<file path="config.mk">
export PLATFORM = sky130hd
export DESIGN_NAME = dfu_req_ctrl
export DESIGN_NICKNAME = d
export VERILOG_FILES = /design/src/rtl/dfu_req_pkg.sv /design/src/rtl/dfu_req_decode.sv /design/src/rtl/dfu_req_fsm.sv /design/src/rtl/dfu_req_reply.sv /design/src/rtl/dfu_req_ctrl.sv
export SDC_FILE = /design/constraint.sdc
export NUM_CORES = 1
export LEC_CHECK = 0
export BUFFER_PORTS_ARGS = -buffer_cell sky130_fd_sc_hd__buf_4
export CORE_UTILIZATION = 40
export DETAILED_ROUTE_END_ITERATION = 10
export PLACE_DENSITY = 0.74
export SETUP_SLACK_MARGIN = 0.2
export SLEW_MARGIN = 40
export SYNTH_ARGS = -nofsm -noshare
export SYNTH_HDL_FRONTEND = slang
export SYNTH_HIERARCHICAL = 1
export SYNTH_SLANG_ARGS = --single-unit
</file>
<file path="constraint.sdc">
create_clock -name clk -period 5.6 [get_ports clk]
set_input_delay 1.12 -clock clk [delete_from_list [all_inputs] [get_ports clk]]
set_output_delay 1.12 -clock clk [all_outputs]
set_load 0.01 [all_outputs]
</file>
<file path="src/rtl/dfu_req_pkg.sv">
package dfu_req_pkg;

    typedef enum logic [3:0] {
        ST_APP_IDLE   = 4'd0,
        ST_APP_DETACH = 4'd1,
        ST_IDLE       = 4'd2,
        ST_DN_SYNC    = 4'd3,
        ST_DN_IDLE    = 4'd5,
        ST_MAN_SYNC   = 4'd6,
        ST_UP_IDLE    = 4'd9,
        ST_ERROR      = 4'd10
    } dfu_state_e;

    typedef enum logic [3:0] {
        K_NONE, K_DETACH, K_DNLOAD, K_UPLOAD, K_GETSTATUS,
        K_CLRSTATUS, K_GETSTATE, K_ABORT, K_SETALT, K_BAD
    } req_kind_e;

    typedef struct packed {
        logic [7:0]  rtype;
        logic [7:0]  req;
        logic [15:0] value;
        logic [15:0] index;
        logic [15:0] length;
    } setup_t;

    localparam logic [7:0] RT_CLASS_OUT = 8'h21;
    localparam logic [7:0] RT_CLASS_IN  = 8'hA1;
    localparam logic [7:0] RT_STD_IF    = 8'h01;
    localparam logic [7:0] RQ_DETACH    = 8'd0;
    localparam logic [7:0] RQ_DNLOAD    = 8'd1;
    localparam logic [7:0] RQ_UPLOAD    = 8'd2;
    localparam logic [7:0] RQ_GETSTATUS = 8'd3;
    localparam logic [7:0] RQ_CLRSTATUS = 8'd4;
    localparam logic [7:0] RQ_GETSTATE  = 8'd5;
    localparam logic [7:0] RQ_ABORT     = 8'd6;
    localparam logic [7:0] RQ_SET_IF    = 8'd11;

    localparam logic [7:0] ERR_STALLED  = 8'h0F;
    localparam logic [3:0] CODE_RUNNING = 4'h0;
    localparam logic [3:0] CODE_DONE    = 4'hF;

    // States from which an abort returns cleanly to idle
    function automatic logic abortable(dfu_state_e s);
        return (s == ST_IDLE) || (s == ST_DN_IDLE) || (s == ST_UP_IDLE);
    endfunction

    function automatic logic [23:0] poll_ms(logic busy, int unsigned long_ms);
        return busy ? 24'(long_ms) : 24'd1;
    endfunction

endpackage

</file>
<file path="src/rtl/dfu_req_decode.sv">
module dfu_req_decode
    import dfu_req_pkg::*;
#(
    parameter int IFACE_NUM = 0,
    parameter int MAX_XFER  = 64
) (
    input  setup_t    su,
    output req_kind_e kind,
    output logic      too_long
);
    always_comb begin
        kind = K_NONE;
        if (su.index == 16'(IFACE_NUM)) begin
            if (su.rtype == RT_CLASS_OUT) begin
                case (su.req)
                    RQ_DETACH:    kind = K_DETACH;
                    RQ_DNLOAD:    kind = K_DNLOAD;
                    RQ_CLRSTATUS: kind = K_CLRSTATUS;
                    RQ_ABORT:     kind = K_ABORT;
                    default:      kind = K_BAD;
                endcase
            end else if (su.rtype == RT_CLASS_IN) begin
                case (su.req)
                    RQ_UPLOAD:    kind = K_UPLOAD;
                    RQ_GETSTATUS: kind = K_GETSTATUS;
                    RQ_GETSTATE:  kind = K_GETSTATE;
                    default:      kind = K_BAD;
                endcase
            end else if (su.rtype == RT_STD_IF && su.req == RQ_SET_IF) begin
                kind = K_SETALT;
            end
        end
    end

    assign too_long = su.length > 16'(MAX_XFER);
endmodule

</file>
<file path="src/rtl/dfu_req_fsm.sv">
module dfu_req_fsm
    import dfu_req_pkg::*;
#(
    parameter int ALT_NUM = 3,
    parameter int ALT_W   = 2
) (
    input  logic             clk,
    input  logic             rst,
    input  logic             bus_reset,
    input  logic             setup_valid,
    input  req_kind_e        kind,
    input  logic             too_long,
    input  logic [15:0]      su_value,
    input  logic [15:0]      su_length,
    input  logic [3:0]       app_code,
    input  logic             data_done,
    input  logic [15:0]      data_len,
    output logic             mode,
    output dfu_state_e       state,
    output dfu_state_e       n_state,
    output logic [7:0]       n_err,
    output logic [ALT_W-1:0] alt,
    output logic             dl_en,
    output logic             ul_en,
    output logic [15:0]      blk,
    output logic             clr,
    output logic             stall,
    output logic             want_status,
    output logic             want_state
);
    logic [7:0]       err;
    logic [15:0]      uplen, n_uplen, n_blk;
    logic             man_done, n_man, n_mode, n_dl, n_ul, n_clr, n_stall, bad;
    logic [ALT_W-1:0] n_alt;

    always_comb begin
        n_state = state;  n_err = err;    n_mode = mode;  n_alt = alt;
        n_dl = dl_en;     n_ul = ul_en;   n_blk = blk;    n_uplen = uplen;
        n_man = man_done; n_clr = 1'b0;   n_stall = 1'b0; bad = 1'b0;
        want_status = 1'b0; want_state = 1'b0;
        if (bus_reset) begin
            n_dl = 1'b0; n_ul = 1'b0; n_alt = '0; n_err = '0; n_man = 1'b0;
            if (!mode) begin
                if (state == ST_APP_DETACH) begin
                    n_mode = 1'b1; n_state = ST_IDLE;
                end
            end else if (man_done) begin
                n_mode = 1'b0; n_state = ST_APP_IDLE;
            end else begin
                n_state = ST_IDLE;
            end
        end else if (setup_valid && kind != K_NONE) begin
            if (!mode) begin
                if (kind == K_DETACH)      n_state = ST_APP_DETACH;
                else if (kind != K_SETALT) n_stall = 1'b1;
            end else begin
                n_dl = 1'b0; n_ul = 1'b0;
                case (kind)
                    K_DNLOAD:
                        if (too_long) bad = 1'b1;
                        else if (su_length == 16'd0) begin
                            if (state == ST_DN_IDLE) n_state = ST_MAN_SYNC;
                            else bad = 1'b1;
                        end else if (state == ST_IDLE || state == ST_DN_IDLE) begin
                            n_dl = 1'b1; n_blk = su_value; n_state = ST_DN_SYNC;
                        end else bad = 1'b1;
                    K_UPLOAD:
                        if (too_long || !(state == ST_IDLE || state == ST_UP_IDLE)) bad = 1'b1;
                        else begin
                            n_blk = su_value;
                            if (su_length == 16'd0) n_state = ST_IDLE;
                            else begin
                                n_ul = 1'b1; n_uplen = su_length; n_state = ST_UP_IDLE;
                            end
                        end
                    K_GETSTATUS: begin
                        want_status = 1'b1;
                        if (state == ST_DN_SYNC || state == ST_MAN_SYNC) begin
                            if (app_code == CODE_DONE) begin
                                n_state = (state == ST_DN_SYNC) ? ST_DN_IDLE : ST_IDLE;
                                n_man   = (state == ST_MAN_SYNC);
                            end else if (app_code != CODE_RUNNING) begin
                                n_state = ST_ERROR; n_err = {4'h0, app_code};
                            end
                        end
                    end
                    K_CLRSTATUS:
                        if (state == ST_ERROR) begin
                            n_clr = 1'b1; n_err = '0; n_state = ST_IDLE;
                        end else bad = 1'b1;
                    K_GETSTATE: want_state = 1'b1;
                    K_ABORT:
                        if (abortable(state)) n_state = ST_IDLE;
                        else bad = 1'b1;
                    K_SETALT:
                        if (state == ST_IDLE && su_value < 16'(ALT_NUM)) n_alt = su_value[ALT_W-1:0];
                        else bad = 1'b1;
                    default: bad = 1'b1;
                endcase
                if (bad) begin
                    n_stall = 1'b1; n_state = ST_ERROR; n_err = ERR_STALLED;
                end
            end
        end else if (data_done) begin
            n_dl = 1'b0;
            if (ul_en) begin
                n_ul = 1'b0;
                if (data_len < uplen) n_state = ST_IDLE;
            end
        end
    end

    always_ff @(posedge clk) begin
        if (rst) begin
            mode <= 1'b0;  state <= ST_APP_IDLE; err <= '0;   alt <= '0;
            dl_en <= 1'b0; ul_en <= 1'b0;        blk <= '0;   uplen <= '0;
            man_done <= 1'b0; clr <= 1'b0;       stall <= 1'b0;
        end else begin
            mode <= n_mode;   state <= n_state;  err <= n_err; alt <= n_alt;
            dl_en <= n_dl;    ul_en <= n_ul;     blk <= n_blk; uplen <= n_uplen;
            man_done <= n_man; clr <= n_clr;     stall <= n_stall;
        end
    end
endmodule

</file>
<file path="src/rtl/dfu_req_reply.sv">
module dfu_req_reply
    import dfu_req_pkg::*;
#(
    parameter int POLL_MS = 20
) (
    input  logic        clk,
    input  logic        rst,
    input  logic        want_status,
    input  logic        want_state,
    input  logic [7:0]  status_byte,
    input  dfu_state_e  state_after,
    input  logic        busy,
    output logic        valid,
    output logic [2:0]  len,
    output logic [47:0] data
);
    logic [23:0] poll;
    assign poll = poll_ms(busy, POLL_MS);

    always_ff @(posedge clk) begin
        if (rst) begin
            valid <= 1'b0; len <= '0; data <= '0;
        end else begin
            valid <= want_status | want_state;
            if (want_status) begin
                len  <= 3'd6;
                data <= {8'h00, 4'h0, state_after, poll, status_byte};
            end else if (want_state) begin
                len  <= 3'd1;
                data <= {40'h0, 4'h0, state_after};
            end
        end
    end
endmodule

</file>
<file path="src/rtl/dfu_req_ctrl.sv">
module dfu_req_ctrl
    import dfu_req_pkg::*;
#(
    parameter int ALT_NUM   = 3,
    parameter int MAX_XFER  = 64,
    parameter int POLL_MS   = 20,
    parameter int IFACE_NUM = 0,
    localparam int ALT_W    = (ALT_NUM > 1) ? $clog2(ALT_NUM) : 1
) (
    input  logic             clk,
    input  logic             rst,
    input  logic             bus_reset_i,
    input  logic             setup_valid_i,
    input  logic [7:0]       setup_type_i,
    input  logic [7:0]       setup_req_i,
    input  logic [15:0]      setup_value_i,
    input  logic [15:0]      setup_index_i,
    input  logic [15:0]      setup_length_i,
    input  logic             data_done_i,
    input  logic [15:0]      data_len_i,
    input  logic             app_busy_i,
    input  logic [3:0]       app_status_i,
    output logic             dfu_mode_o,
    output logic [3:0]       dfu_state_o,
    output logic [ALT_W-1:0] alt_sel_o,
    output logic             dnload_en_o,
    output logic             upload_en_o,
    output logic [15:0]      block_num_o,
    output logic             clear_status_o,
    output logic             stall_o,
    output logic             reply_valid_o,
    output logic [2:0]       reply_len_o,
    output logic [47:0]      reply_data_o
);
    setup_t     su;
    req_kind_e  kind;
    logic       too_long, want_status, want_state;
    dfu_state_e state, n_state;
    logic [7:0] n_err;

    assign su = '{rtype: setup_type_i, req: setup_req_i, value: setup_value_i,
                  index: setup_index_i, length: setup_length_i};

    dfu_req_decode #(.IFACE_NUM(IFACE_NUM), .MAX_XFER(MAX_XFER)) dec_i (
        .su(su), .kind(kind), .too_long(too_long)
    );

    dfu_req_fsm #(.ALT_NUM(ALT_NUM), .ALT_W(ALT_W)) fsm_i (
        .clk(clk), .rst(rst), .bus_reset(bus_reset_i), .setup_valid(setup_valid_i),
        .kind(kind), .too_long(too_long), .su_value(su.value), .su_length(su.length),
        .app_code(app_status_i), .data_done(data_done_i), .data_len(data_len_i),
        .mode(dfu_mode_o), .state(state), .n_state(n_state), .n_err(n_err),
        .alt(alt_sel_o), .dl_en(dnload_en_o), .ul_en(upload_en_o), .blk(block_num_o),
        .clr(clear_status_o), .stall(stall_o),
        .want_status(want_status), .want_state(want_state)
    );

    dfu_req_reply #(.POLL_MS(POLL_MS)) rep_i (
        .clk(clk), .rst(rst), .want_status(want_status), .want_state(want_state),
        .status_byte(n_err), .state_after(n_state), .busy(app_busy_i),
        .valid(reply_valid_o), .len(reply_len_o), .data(reply_data_o)
    );

    assign dfu_state_o = state;
endmodule

</file>
== Word level (Yosys, flattened, before mapping) ==
Index checks and enable logic that the tools add are counted.
Cells by class
  order comparisons: 3
  equal/unequal tests: 32
  muxes and demuxes: 89
  bitwise logic cells: 7
  reduce and logical (&&, ||, !) cells: 27
Operator list (count)
  two-way mux 4 bit: 25
  two-way mux 36 bit: 2
  two-way mux 16 bit: 4
  two-way mux 8 bit: 8
  two-way mux 1 bit: 39
  logical NOT 16 bit: 2
  case mux 16 bit (2 select lines): 1
  equality test 4 x 3 -> 1 bit, second input constant: 6
  equality test 8 x 3 -> 1 bit, second input constant: 3
  case mux 4 bit (5 select lines): 1
  equality test 4 x 2 -> 1 bit, second input constant: 4
  equality test 4 bit, second input constant: 4
  equality test 8 x 1 -> 1 bit, second input constant: 2
  equality test 8 x 2 -> 1 bit, second input constant: 2
  greater-than comparator 16 x 7 -> 1 bit, second input constant: 1
  less-than comparator 16 bit: 1
  less-than comparator 16 x 2 -> 1 bit, second input constant: 1
  case mux 4 bit (4 select lines): 1
  case mux 8 bit (2 select lines): 1
  case mux 4 bit (3 select lines): 1
  two-way mux 3 bit: 3
  equality test 4 x 1 -> 1 bit, second input constant: 2
  equality test 8 x 4 -> 1 bit, second input constant: 1
  equality test 8 x 6 -> 1 bit, second input constant: 1
  other kinds (23): 42
Storage, ports and cells
  flip-flop bits (word level): 92
  input bits: 90
  output and inout bits: 79
  logic and storage cells: 173

== Depth between registers and ports, before layout ==
  word-level depth: 18
  gate-level depth with buffers: 15
  gate-level depth less buffers: 12

== Cells and area by module ==
The synthesis kept the hierarchy.
Modules (own cells, without submodules)
  dfu_req_fsm: times used 1, cells an instance 378, area an instance 3276.9 um2, sequential area each 1041.0 um2
  dfu_req_reply: times used 1, cells an instance 107, area an instance 942.2 um2, sequential area each 340.3 um2
  dfu_req_decode: times used 1, cells an instance 45, area an instance 296.5 um2, sequential area each 0.0 um2

== Worst setup path before layout ==
Ideal clock, no wire load.
  kind: input to register
  start point: in setup_type_i[1]
  end point: reg rep_i.data[0]
  library setup time: 0.129 ns
  arrival: 4.146 ns
  data required time: 5.471 ns
  slack: 1.325 ns
  cell stages on the path: 13
  path buffers: 1
  path through: or4b_4 -> or3_4 -> o21a_1 -> o31a_1 -> buf_2 -> a41oi_1 -> nand4_4 -> a2111oi_4 -> inv_2 -> a221oi_1 -> nor2_1 -> nor2b_1 -> a211oi_1
On the way
  elaborated cells on any way between the ends: 45
  those cells by class: eq/ne: 11; mux: 29; reduce/logical: 5
RTL lines
  from (decl): line dfu_req_ctrl.sv:14  | input logic [7:0] setup_type_i,
  equality test 8 bit: line dfu_req_decode.sv:22  | end else if (su.rtype == RT_CLASS_IN) begin
  two-way mux 4 bit: line dfu_req_decode.sv:22
  two-way mux 4 bit *: line dfu_req_decode.sv:14  | if (su.rtype == RT_CLASS_OUT) begin
  two-way mux 4 bit *: line dfu_req_decode.sv:13  | if (su.index == 16'(IFACE_NUM)) begin
  via kind[0]: line dfu_req_ctrl.sv:36  | req_kind_e kind;
  equality test 4 x 3 -> 1 bit: line dfu_req_fsm.sv:58  | case (kind)
  OR reduction 2 bit (no source line)
  case mux 1 bit (6 select lines): line dfu_req_fsm.sv:58
  two-way mux 1 bit: line dfu_req_fsm.sv:53  | if (!mode) begin
  two-way mux 1 bit: line dfu_req_fsm.sv:52  | end else if (setup_valid && kind != K_NONE) begin
  two-way mux 1 bit: line dfu_req_fsm.sv:41  | if (bus_reset) begin
  two-way mux 8 bit: line dfu_req_fsm.sv:100  | if (bad) begin
  two-way mux 8 bit: line dfu_req_fsm.sv:53
  two-way mux 8 bit *: line dfu_req_fsm.sv:52
  two-way mux 8 bit *: line dfu_req_fsm.sv:41
  via n_err[0]: line dfu_req_ctrl.sv:39  | logic [7:0] n_err;
  two-way mux 36 bit *: line dfu_req_reply.sv:25  | if (want_status) begin
  to (signal assigned): line dfu_req_reply.sv:27  | data <= {8'h00, 4'h0, state_after, poll, status_byte};
  to (signal assigned): line dfu_req_reply.sv:30  | data <= {40'h0, 4'h0, state_after};
  to (decl): line dfu_req_reply.sv:15  | output logic [47:0] data
The timed path passes the listed nets; every way through them passes the cells marked *. The select of a mux whose other input is x is not followed.
A chain may end at the register's enable or synchronous reset.

== Worst setup path in the final report ==
  start point: in setup_type_i[1]
  end point: reg rep_i.data[0]
On the way
  elaborated cells on any way between the ends: 45
  those cells by class: eq/ne: 11; mux: 29; reduce/logical: 5
RTL lines
  equality test 8 bit: line dfu_req_decode.sv:22
  two-way mux 4 bit: line dfu_req_decode.sv:22
  two-way mux 4 bit *: line dfu_req_decode.sv:14
  two-way mux 4 bit *: line dfu_req_decode.sv:13
  via kind[2]: line dfu_req_ctrl.sv:36
  equality test 4 x 3 -> 1 bit: line dfu_req_fsm.sv:58
  OR reduction 2 bit (no source line)
  case mux 1 bit (6 select lines): line dfu_req_fsm.sv:58
  [2 not listed]
  two-way mux 1 bit: line dfu_req_fsm.sv:41
  two-way mux 4 bit: line dfu_req_fsm.sv:100
  two-way mux 4 bit: line dfu_req_fsm.sv:53
  two-way mux 4 bit *: line dfu_req_fsm.sv:52
  two-way mux 4 bit *: line dfu_req_fsm.sv:41
  via n_state[0]: line dfu_req_ctrl.sv:38  | dfu_state_e state, n_state;
  two-way mux 36 bit *: line dfu_req_reply.sv:28  | end else if (want_state) begin
  two-way mux 36 bit *: line dfu_req_reply.sv:25
Marks and branches as above.

==> out/metrics.yaml <==
die_y_um: 108
yosys.cell_types.count: 78
arrival_ns: 4.86
dp.cells: 780
grt_pass1_vias: 4128
power_density_mw_per_mm2: 199
cts.repair.resized: 0
fmax_mhz: 217
slew-limit-headroom: 0.467
ir_drop_mv: 0.198
hpwl_um: 9510
seq_area_frac_synth: 0.306
cts_buffers: 9
root_buffer: "clkbuf_16"
hold_path.class: "flop to flop"
drt-total-wl_um: 12500
synthesis.area_mm2: 0.00452
ant_nets: 0
cp.required_ns: 5.85
grt_antenna_before_repair: 0
cts-hold-fix-buffers: 0
p_seq_frac: 0.437
cts_setup_buffers: 0
netlist_top_cells_area: "dfxtp_1, mux2i_1, buf_4"
hold_viol_final: 0
ys_ff_latch: 69
worstPathCellList: "buf_4 -> or4b_4 -> nor4b_2 -> nor3_1 -> o311a_1 -> nor3b_2 -> and2_1 -> or4b_1 -> a21oi_1 -> a211oi_1 -> o22ai_1 -> mux2i_1 -> a211oi_1"
pin_count: 169
yosys_most_used_dff: "dfxtp_1"
place_ws_ns: 0.703
intPower_mw: 0.865
grt_max_degree: 58
place.gp.congestion: 0.942
initial_core_util: 0.413
dr.first_iter.drc_count: 301
crit_type: "primary input to flop"
switching_power_mw: 0.278
timing.final.max_slew_violations: 0
fin_crit_sh: 0.823
clk-insertion-delay-late_ns: 0.34
start_kind: "primary input"
async_flop_share: 0
instances_no_fill: 796
final_core_util: 0.524
fin_crit_ns: 4.61
worst_pin_slew_ns: 0.788
grt_pass1_wl_um: 20100
max_cap_viol_count: 0
critPathMaxFanout: 12
core_mm2: 0.0109
tritoncts: "yes"
cp_common_cell: "a211oi_1"
grt-ovfl-total: 0
yosys_warnings: 6
drive_gt1_frac: 0.285
critical_path_buf_inv_count: 1
die_area_mm2: 0.0117
slowest_delay_ns: 0.54
end_kind: "flop"
cts_buffer_depth: 2
finalSetupTns_ns: 0
clock_sinks: 69
synthCells: 530
avgSynthCellArea_um2: 8.52
die_w_um: 108
p_sw_frac: 0.243
p_clk_frac: 0.450
htree_levels: 3
port_buffers: 135
drcViolationCount: 0
setup_viol: 0
p_leak_nw: 2.36
comb_power_share: 0.113
netlist.top_cell.by_area: "dfxtp_1"
area_delta_synth_final_pct: 26.9
netlist.area_leader.share: 0.306
wire_per_inst_um: 15.7
via_per_inst: 5.53
dr.pass1.iters: 5
grt_usage: 0.220
status: "complete, no violations"
diodes: 0
cp_slowest_cell: "o311a_1"
setup_slack_ns: 0.992
final_nets: 756
synth-edff-count: 0
clk_pin_slew_ns: 0.05
rsz0062_at_grt: "false"
critPathTopFamily: "simple AND/OR/NAND/NOR gates"
vias: 4401
finClkSkew_ns: 0.00608
rows: 38
metal layers:
metal | track usage | vias to the layer above | wire, um
li1 | - | 2095 | -
met1 | 0.270 | 2050 | 5300
met2 | 0.362 | 227 | 5860
met3 | 0.0470 | 29 | 1010
met4 | 0.112 | 0 | 346
met5 | 0 | - | 0
power by group through the flow:
stage | logic [mW] | clock network, mW | registers [mW]
floorplan | 0.0765 | 0 | 0.505
global placement | 0.124 | 0 | 0.509
detailed placement | 0.128 | 0 | 0.509
CTS | 0.129 | 0.528 | 0.499
global route | 0.142 | 0.551 | 0.499
finish | 0.129 | 0.515 | 0.499
area by class of cell:
type | count | area [um^2]
clock buffers | 12 | 246
clock inverters | 4 | 23.8
fillers | 1032 | 5200
inverters | 24 | 90.1
multi-input cells | 406 | 2760
flip-flops and latches | 69 | 1380
well taps | 140 | 175
repair buffers | 141 | 1060
placed cells by master, fill, tap and decap left out, drive strengths merged, types with 4 or more instances in the layout:
cell type | Yosys | routed
o21ai | 15 | 15
nor4 | 18 | 18
nand3b | 4 | 4
and3 | 4 | 4
inv | 24 | 24
mux2i | 40 | 40
o22ai | 4 | 4
nand4 | 8 | 8
dfxtp | 69 | 69
nand2b | 4 | 4
nor4b | 4 | 4
o31ai | 4 | 4
or3b | 10 | 10
clkinv | 0 | 4
ha | 15 | 15
a211oi | 11 | 11
a221oi | 5 | 5
or3 | 4 | 4
conb | 1 | 33
nor3b | 5 | 5
clkbuf | 13 | 12
nor2 | 67 | 67
nand3 | 5 | 5
a21oi | 24 | 24
nor2b | 7 | 7
and2 | 9 | 9
nor3 | 18 | 18
nand2 | 30 | 30
buf | 50 | 141
Yosys cell counts, types with 4 or more instances:
cell type / instances
dfxtp_1: 69
nor2_1: 67
mux2i_1: 40
buf_4: 38
nand2_1: 29
a21oi_1: 24
inv_1: 23
nor4_1: 17
ha_1: 15
nor3_1: 15
o21ai_0: 15
clkbuf_1: 13
a211oi_1: 10
and2_1: 9
buf_2: 7
nor2b_1: 7
or3b_2: 7
nand4_1: 6
a221oi_1: 5
nand3_1: 5
and3_1: 4
buf_6: 4
nand2b_1: 4
nand3b_1: 4
nor3b_1: 4
o22ai_1: 4
o31ai_1: 4
per-stage QoR:
stage	area (um^2)	hold WS (ns)	power (mW)
after floorplan	4640	0.421	0.582
after global placement	5460	0.436	0.634
after detailed placement	5460	0.440	0.638
after CTS	5730	0.453	1.16
after global routing	5730	0.467	1.19
final	5730	0.446	1.14
sequential cells by signal (all words and copies together), names as in the netlist:
| signal | count |
|---|---|
| fsm_i/dl_en | 1 |
| fsm_i/ul_en | 1 |
| fsm_i/mode | 1 |
| fsm_i/stall | 1 |
| rep_i/data | 14 |
| fsm_i/clr | 1 |
| fsm_i/state | 4 |
| fsm_i/blk | 16 |
| rep_i/valid | 1 |
| fsm_i/err | 8 |
| fsm_i/alt | 2 |
| fsm_i/uplen | 16 |
| fsm_i/man_done | 1 |
| rep_i/len | 2 |
logic make-up (layout without fill, tap and decap cells):
group | count (synthesis) | after routing | synth area share
xor gates and xnor gates | 5 | 5 | 0.0139
muxes | 40 | 40 | 0.0887
other | 1 | 33 | 0.000830
buffers and inverters | 87 | 181 | 0.112
and+or+nand+nor | 216 | 216 | 0.277
DFF | 69 | 69 | 0.306
AOI/OAI and AO/OA | 96 | 96 | 0.157
adders and majority gates | 16 | 16 | 0.0438
worst paths after layout:
check                  startpoint       endpoint  slack (ns)  cells after the start
setup / recovery  setup_type_i[1]  rep_i/data[0]        0.99                     13
hold / removal       fsm_i/err[5]   fsm_i/err[5]        0.45                      1
setup reg to reg   fsm_i/state[1]  rep_i/data[3]        2.51                      8
hold reg to reg      fsm_i/err[5]   fsm_i/err[5]        0.45                      1
(Power assumes the default switching activity.)
